### src/rtl/pwrseq_pkg.sv
package pwrseq_pkg;

  localparam int NUM_RAILS = 5;
  localparam int NUM_MON   = 4;

  localparam int CH_CORE = 0;
  localparam int CH_GFX  = 1;
  localparam int CH_LINA = 2;
  localparam int CH_LINB = 3;
  localparam int CH_TERM = 4;

  localparam logic [1:0] ACPI_S5 = 2'd0;
  localparam logic [1:0] ACPI_S3 = 2'd1;
  localparam logic [1:0] ACPI_S0 = 2'd2;

  typedef enum logic [2:0] {
    ST_OFF,
    ST_SLEEP,
    ST_AMPRST,
    ST_CORE,
    ST_GFX,
    ST_LIN,
    ST_TERM,
    ST_ACTIVE
  } seqState_t;

  typedef struct packed {
    logic allOff;
    logic sleepOff;
    logic startRst;
    logic coreOn;
    logic gfxOn;
    logic linOn;
    logic termOn;
    logic pgArm;
    logic cntClr;
  } seqStrobe_t;

endpackage

### src/rtl/pwrseq_sync.sv
module pwrseq_sync #(
  parameter int WIDTH  = 4,
  parameter int STAGES = 2
) (
  input  logic             clk,
  input  logic             rstN,
  input  logic [WIDTH-1:0] asyncIn,
  output logic [WIDTH-1:0] syncOut
);

  logic [WIDTH-1:0] stageQ [STAGES];

  generate
    for (genvar s = 0; s < STAGES; s++) begin : g_stage
      if (s == 0) begin : g_first
        always_ff @(posedge clk or negedge rstN) begin
          if (!rstN) stageQ[0] <= '0;
          else       stageQ[0] <= asyncIn;
        end
      end else begin : g_next
        always_ff @(posedge clk or negedge rstN) begin
          if (!rstN) stageQ[s] <= '0;
          else       stageQ[s] <= stageQ[s-1];
        end
      end
    end
  endgenerate

  assign syncOut = stageQ[STAGES-1];

endmodule

### src/rtl/pwrseq_ctrl.sv
module pwrseq_ctrl
  import pwrseq_pkg::*;
#(
  parameter int RST_CYCLES = 3,
  parameter int PG_CYCLES  = 1,
  parameter int CW         = 2
) (
  input  logic               clk,
  input  logic               rstN,
  input  logic               s3Ok,
  input  logic               s5Ok,
  input  logic               stbyOk,
  input  logic               mainOk,
  input  logic               ssTick,
  input  logic [NUM_MON-1:0] inRegOk,
  input  logic [CW-1:0]      tickCnt,
  output seqStrobe_t         stb,
  output logic [1:0]         sleepState
);

  localparam logic [CW-1:0] RST_LAST = CW'(RST_CYCLES - 1);
  localparam logic [CW-1:0] PG_LAST  = CW'(PG_CYCLES - 1);

  seqState_t stateQ, stateD;
  logic      rstDone, pgDone, wakeReq;

  assign rstDone = ssTick && (tickCnt == RST_LAST);
  assign pgDone  = ssTick && (tickCnt == PG_LAST);
  assign wakeReq = s3Ok && mainOk;

  always_comb begin
    stateD = stateQ;
    stb    = '0;
    if (!stbyOk || !s5Ok) begin
      stateD     = ST_OFF;
      stb.allOff = 1'b1;
    end else begin
      unique case (stateQ)
        ST_OFF, ST_SLEEP: begin
          if (wakeReq) begin
            stateD       = ST_AMPRST;
            stb.startRst = 1'b1;
            stb.cntClr   = 1'b1;
          end
        end
        default: begin
          if (!s3Ok) begin
            stateD       = ST_SLEEP;
            stb.sleepOff = 1'b1;
          end else begin
            unique case (stateQ)
              ST_AMPRST: if (rstDone) begin
                stateD     = ST_CORE;
                stb.coreOn = 1'b1;
              end
              ST_CORE: if (inRegOk[CH_CORE]) begin
                stateD    = ST_GFX;
                stb.gfxOn = 1'b1;
              end
              ST_GFX: if (inRegOk[CH_GFX]) begin
                stateD    = ST_LIN;
                stb.linOn = 1'b1;
              end
              ST_LIN: if (inRegOk[CH_LINA] && inRegOk[CH_LINB]) begin
                stateD     = ST_TERM;
                stb.termOn = 1'b1;
                stb.cntClr = 1'b1;
              end
              ST_TERM: if (pgDone) begin
                stateD    = ST_ACTIVE;
                stb.pgArm = 1'b1;
              end
              default: ;
            endcase
          end
        end
      endcase
    end
  end

  always_ff @(posedge clk or negedge rstN) begin
    if (!rstN) stateQ <= ST_OFF;
    else       stateQ <= stateD;
  end

  always_comb begin
    unique case (stateQ)
      ST_OFF:   sleepState = ACPI_S5;
      ST_SLEEP: sleepState = ACPI_S3;
      default:  sleepState = ACPI_S0;
    endcase
  end

endmodule

### src/rtl/pwrseq_dp.sv
module pwrseq_dp
  import pwrseq_pkg::*;
#(
  parameter int CW    = 2,
  parameter int MAX_T = 3
) (
  input  logic                 clk,
  input  logic                 rstN,
  input  seqStrobe_t           stb,
  input  logic                 ssTick,
  input  logic                 termCpuOk,
  output logic [NUM_RAILS-1:0] railEn,
  output logic                 ampReset,
  output logic                 refShort,
  output logic                 pgDriveLow,
  output logic [CW-1:0]        tickCnt
);

  logic [NUM_RAILS-1:0] railSet, railClr;
  logic                 pgArmQ;

  always_comb begin
    railSet = '0;
    railClr = '0;
    railSet[CH_CORE] = stb.coreOn;
    railSet[CH_GFX]  = stb.gfxOn;
    railSet[CH_LINA] = stb.linOn;
    railSet[CH_LINB] = stb.linOn;
    railSet[CH_TERM] = stb.termOn;
    for (int i = 0; i < NUM_RAILS; i++) begin
      if (stb.allOff || (stb.sleepOff && i != CH_CORE)) railClr[i] = 1'b1;
    end
  end

  generate
    for (genvar r = 0; r < NUM_RAILS; r++) begin : g_rail
      always_ff @(posedge clk or negedge rstN) begin
        if (!rstN)           railEn[r] <= 1'b0;
        else if (railClr[r]) railEn[r] <= 1'b0;
        else if (railSet[r]) railEn[r] <= 1'b1;
      end
    end
  endgenerate

  always_ff @(posedge clk or negedge rstN) begin
    if (!rstN) begin
      ampReset <= 1'b0;
      refShort <= 1'b1;
      pgArmQ   <= 1'b0;
    end else if (stb.allOff || stb.sleepOff) begin
      ampReset <= 1'b0;
      refShort <= 1'b1;
      pgArmQ   <= 1'b0;
    end else begin
      if (stb.startRst) ampReset <= 1'b1;
      if (stb.coreOn)   ampReset <= 1'b0;
      if (stb.termOn)   refShort <= 1'b0;
      if (stb.pgArm)    pgArmQ   <= 1'b1;
    end
  end

  always_ff @(posedge clk or negedge rstN) begin
    if (!rstN)                          tickCnt <= '0;
    else if (stb.cntClr)                tickCnt <= '0;
    else if (ssTick && tickCnt != CW'(MAX_T)) tickCnt <= tickCnt + CW'(1);
  end

  assign pgDriveLow = !(pgArmQ && termCpuOk);

endmodule

### src/rtl/pwrseq_top.sv
module pwrseq_top
  import pwrseq_pkg::*;
#(
  parameter int RST_CYCLES  = 3,
  parameter int PG_CYCLES   = 1,
  parameter int SYNC_STAGES = 2
) (
  input  logic       clk,
  input  logic       rstN,
  input  logic       slpS3N,
  input  logic       slpS5N,
  input  logic       stbyOk,
  input  logic       mainOk,
  input  logic       ssTick,
  input  logic [3:0] inRegOk,
  output logic [4:0] railEn,
  output logic       ampReset,
  output logic       refShort,
  output logic       pgDriveLow,
  output logic [1:0] sleepState
);

  localparam int MAX_T = (RST_CYCLES > PG_CYCLES) ? RST_CYCLES : PG_CYCLES;
  localparam int CW    = $clog2(MAX_T + 1);

  logic [3:0]  syncVec;
  logic [CW-1:0] tickCnt;
  seqStrobe_t  stb;

  pwrseq_sync #(.WIDTH(4), .STAGES(SYNC_STAGES)) u_sync (
    .clk     (clk),
    .rstN    (rstN),
    .asyncIn ({slpS3N, slpS5N, stbyOk, mainOk}),
    .syncOut (syncVec)
  );

  pwrseq_ctrl #(.RST_CYCLES(RST_CYCLES), .PG_CYCLES(PG_CYCLES), .CW(CW)) u_ctrl (
    .clk        (clk),
    .rstN       (rstN),
    .s3Ok       (syncVec[3]),
    .s5Ok       (syncVec[2]),
    .stbyOk     (syncVec[1]),
    .mainOk     (syncVec[0]),
    .ssTick     (ssTick),
    .inRegOk    (inRegOk),
    .tickCnt    (tickCnt),
    .stb        (stb),
    .sleepState (sleepState)
  );

  pwrseq_dp #(.CW(CW), .MAX_T(MAX_T)) u_dp (
    .clk        (clk),
    .rstN       (rstN),
    .stb        (stb),
    .ssTick     (ssTick),
    .termCpuOk  (inRegOk[CH_LINA]),
    .railEn     (railEn),
    .ampReset   (ampReset),
    .refShort   (refShort),
    .pgDriveLow (pgDriveLow),
    .tickCnt    (tickCnt)
  );

endmodule

### config.mk
export PLATFORM = sky130hd
export DESIGN_NAME = pwrseq_top
export DESIGN_NICKNAME = d
export VERILOG_FILES = /design/src/rtl/pwrseq_pkg.sv /design/src/rtl/pwrseq_sync.sv /design/src/rtl/pwrseq_ctrl.sv /design/src/rtl/pwrseq_dp.sv /design/src/rtl/pwrseq_top.sv
export SDC_FILE = /design/constraint.sdc
export NUM_CORES = 1
export LEC_CHECK = 0
export CAP_MARGIN = 20
export CORE_MARGIN = 8
export CORE_UTILIZATION = 40
export DETAILED_ROUTE_END_ITERATION = 16
export HOLD_SLACK_MARGIN = 0.05
export PLACE_DENSITY = 0.72
export REMOVE_ABC_BUFFERS = 1
export SLEW_MARGIN = 15
export SYNTH_ARGS = -nofsm -noshare
export SYNTH_HDL_FRONTEND = slang
export SYNTH_HIERARCHICAL = 1
export SYNTH_SLANG_ARGS = --single-unit
export TNS_END_PERCENT = 1
### constraint.sdc
create_clock -name clk -period 2.2 [get_ports clk]
set_input_delay 0.44 -clock clk [delete_from_list [all_inputs] [get_ports clk]]
set_output_delay 0.44 -clock clk [all_outputs]
set_load 0.03 [all_outputs]
==> results.py <==
metrics = {
    "clock_network": {
        "tritoncts": "built",
        "clkSinkCount": 20,
        "cts-root-buf": "clkbuf_4",
        "cts_hold_buf": 0,
        "htree_num_levels": 1,
        "clk_pin_slew_ns": 0.10,
        "clock_latency_ns": 0.29,
        "cts_max_path_buffers": 2,
        "cts_buffers": 3,
    },
    "grt": {
        "grt_start_max_net_pins": 21,
        "grt_usage_pct": 9.917,
        "antenna_found_initial": 0,
        "grt_pass1_wl_mm": 3.436,
        "overflow": 0,
        "grt_pass1_vias": 839,
    },
    "critical_path": {
        "required_ns": 2.38,
        "crit_fanout": 3,
        "worstSetupEndpointType": "flop",
        "arrival_ns": 2.29,
        "crit_type": "in2reg",
        "critPathLaunchType": "input port",
    },
    "floorplanning": {
        "die_w_um": 67.08,
        "io_pins": 21,
        "die_area_um2": 4499,
        "start_util_pct": 42.12,
        "die_y_um": 67.08,
        "coreArea_um2": 2477,
        "rows": 18,
    },
    "power_and_ir_drop": {
        "switchingPower_mw": 0.2052,
        "pwr-share-clk_pct": 32.4,
        "leakagePower_nw": 0.5954,
        "comb_power_share_pct": 19.2,
        "p_seq_share_pct": 48.4,
        "power_density_nw_per_um2": 677.5,
        "p_int_mw": 0.6730,
        "p_sw_share_pct": 23.37,
        "power_mw": 0.8782,
        "peakVddDrop_v": 0.0006560,
    },
    "logic_synthesis": {
        "synth_cell_type_count": 39,
        "syn_area_um2": 1044,
        "synth_xor_area_share_pct": 0.8393,
        "synth-compound-area-share_pct": 8.753,
        "synth_ff_type": "dfrtp_1",
        "synth_commonest_cells": "dfrtp_1, nor2_1, nand2_1",
        "synth_most_common_cell": "dfrtp_1",
        "synth-simple-area-share_pct": 26.62,
        "synth-seq-area-share_pct": 48.08,
        "synth_mux_area_share_pct": 4.556,
        "ys_ff_latch": 20,
        "postSynthAreaPerCell_um2": 10.87,
        "synth.largest_area_cell": "dfrtp_1",
        "synth_area_leaders": "dfrtp_1, buf_4, buf_6",
        "syn_inst": 96,
        "synth_adder_area_share_pct": 2.398,
        "synth_top_family_by_area": "simple AND/OR/NAND/NOR gates",
        "async_reset_ff_share_pct": 100.0,
        "synth-edff-count": 0,
        "synth_top_area_share_pct": 45.56,
        "ys_warn_count": 6,
    },
    "timing": {
        "max_freq_mhz": 473.0,
        "min_period_over_period_pct": 96.09,
        "finClkSkew_ns": 0.003453,
        "hold_viol": 0,
        "tightest_slew_ns": 0.3293,
        "period_needed_ns": 2.114,
        "rsz0062_at_grt": "false",
        "setup-tns-final_ns": 0,
        "setup_viol": 0,
        "worst_slack_ns": 0.08603,
        "finalMaxSlewViolations": 0,
        "max_slew_margin_pct": 77.96,
    },
    "worst_hold_path": {
        "hold_class": "reg2reg",
    },
    "drt": {
        "ant_nets": 0,
        "viasPerCell": 5.103,
        "route.detailed.drc": 0,
        "topRoutingLayerUsed": "met4",
        "wl_mm": 2.023,
        "first_pass_iters": 4,
        "dr_wl_met2_um": 949,
        "wl_per_cell_um": 13.86,
        "wl_met1_um": 900,
        "drt_first_iter_violations": 29,
        "route.met3.wl_um": 132,
        "vias": 745,
    },
    "finish": {
        "area_delta_synth_final_pct": 24.22,
        "fin_nets": 130,
        "final_cell_count_no_fill": 146,
        "n_antenna_cell": 0,
        "layout-drive-gt1-share_pct": 18.10,
    },
    "run": {
        "maxCapViolCount": 0,
    },
    "place": {
        "gp_congestion": 0.7775,
        "place_hpwl_mm": 1.590,
        "io_buffers": 20,
        "dp.cells": 142,
        "post-place-ws_ns": -0.1936,
    },
    "outcome": {
        "status": "completed",
    },
}
[per-layer routing]
layer | up-vias | global-route usage [%]
met5 | - | 0
met4 | 0 | 7.050
met3 | 4 | 2.181
met2 | 27 | 16.97
met1 | 342 | 10.52
li1 | 372 | -
[cell usage in the layout, fill, tap and decap left out, types with 2 or more instances in the layout]
master,count
buf_4,5
inv_1,4
nor2b_4,2
clkbuf_4,3
and4_1,2
clkdlybuf4s50_1,18
nor2_1,8
o21a_1,4
nand2_1,6
nand3_1,3
nand2b_1,2
nor3b_1,2
a21oi_1,2
mux2_1,2
nor3_1,2
o21ai_0,2
and4_2,2
nor2b_1,3
dlygate4sd2_1,2
dfrtp_1,18
nand3b_1,2
[stage by stage]
step	util, %	hold WS (ns)	instance area [um2]
floorplan	-	0.1444	967.2
global placement	50.15	0.3319	1242
detailed placement	50.15	0.3355	1242
CTS	52.22	0.3622	1294
global route	52.32	0.3716	1296
finish	52.32	0.3584	1296
[worst paths after layout]
check                      depth (start not counted)                      endpoint  slack, ns                          from
max reg2reg                                        8   u_dp/tickCnt[1]$_DFFE_PN0P_       0.11  u_ctrl/stateQ[1]$_DFFE_PN0P_
min                                                0   u_sync/syncOut[1]$_DFF_PN0_       0.36    u_sync/stageQ[5]$_DFF_PN0_
max in group asynchronous                          2     u_dp/refShort$_DFFE_PN1P_       1.46                          rstN
min in group asynchronous                          2   u_dp/tickCnt[0]$_DFFE_PN0P_       0.48                          rstN
max                                                6  u_ctrl/stateQ[1]$_DFFE_PN0P_       0.09                        ssTick
min reg2reg                                        0   u_sync/syncOut[1]$_DFF_PN0_       0.36    u_sync/stageQ[5]$_DFF_PN0_
[kinds of logic after synthesis]
logic type	after synthesis
flip-flops	20
AND/OR/NAND/NOR	43
AO/OA/AOI/OAI	13
multiplexers	4
buffers and inverters	13
adder cells (fa/ha/maj)	2
XOR/XNOR	1
[power groups by stage]
stage	sequential [mW]	combinational, mW	clock (mW)
after floorplan	0.427	0.111	0
after global placement	0.428	0.162	0
after detailed placement	0.432	0.169	0
after CTS	0.425	0.169	0.302
after global routing	0.430	0.187	0.310
final	0.425	0.169	0.285
[critical path, cell delays in order]
cell	delay [ns]
clkdlybuf4s50_1	0.49
nor3b_1	0.26
mux2i_1	0.12
or4_4	0.44
a21o_1	0.22
mux2_1	0.32
[state kept, by name (all words and copies together) (netlist names)]
register and flops:
u_sync/syncOut 4, u_dp/refShort 1, u_dp/ampReset 1, u_dp/pgArmQ 1
u_dp/tickCnt 2, u_sync/stageQ 4, u_ctrl/stateQ 3, u_dp/railEn 4
[final cells by class]
| class | instances | area, um2 |
|---|---|---|
| fill | 233 | 1181 |
| timing repair buffer | 25 | 235.2 |
| sequential | 20 | 503.0 |
| tap | 30 | 37.54 |
| multi-input combinational | 63 | 452.9 |
| clock inverter | 1 | 30.03 |
| clock buffer | 3 | 22.52 |
| inverter | 4 | 15.01 |
[what timing repair did]
item | in CTS | in global routing
setup buffers | 0 | 0
setup endpoints to repair | 2 | 2
resized for setup | 3 | 1
Note: power is estimated with default switching activity, not from simulation.
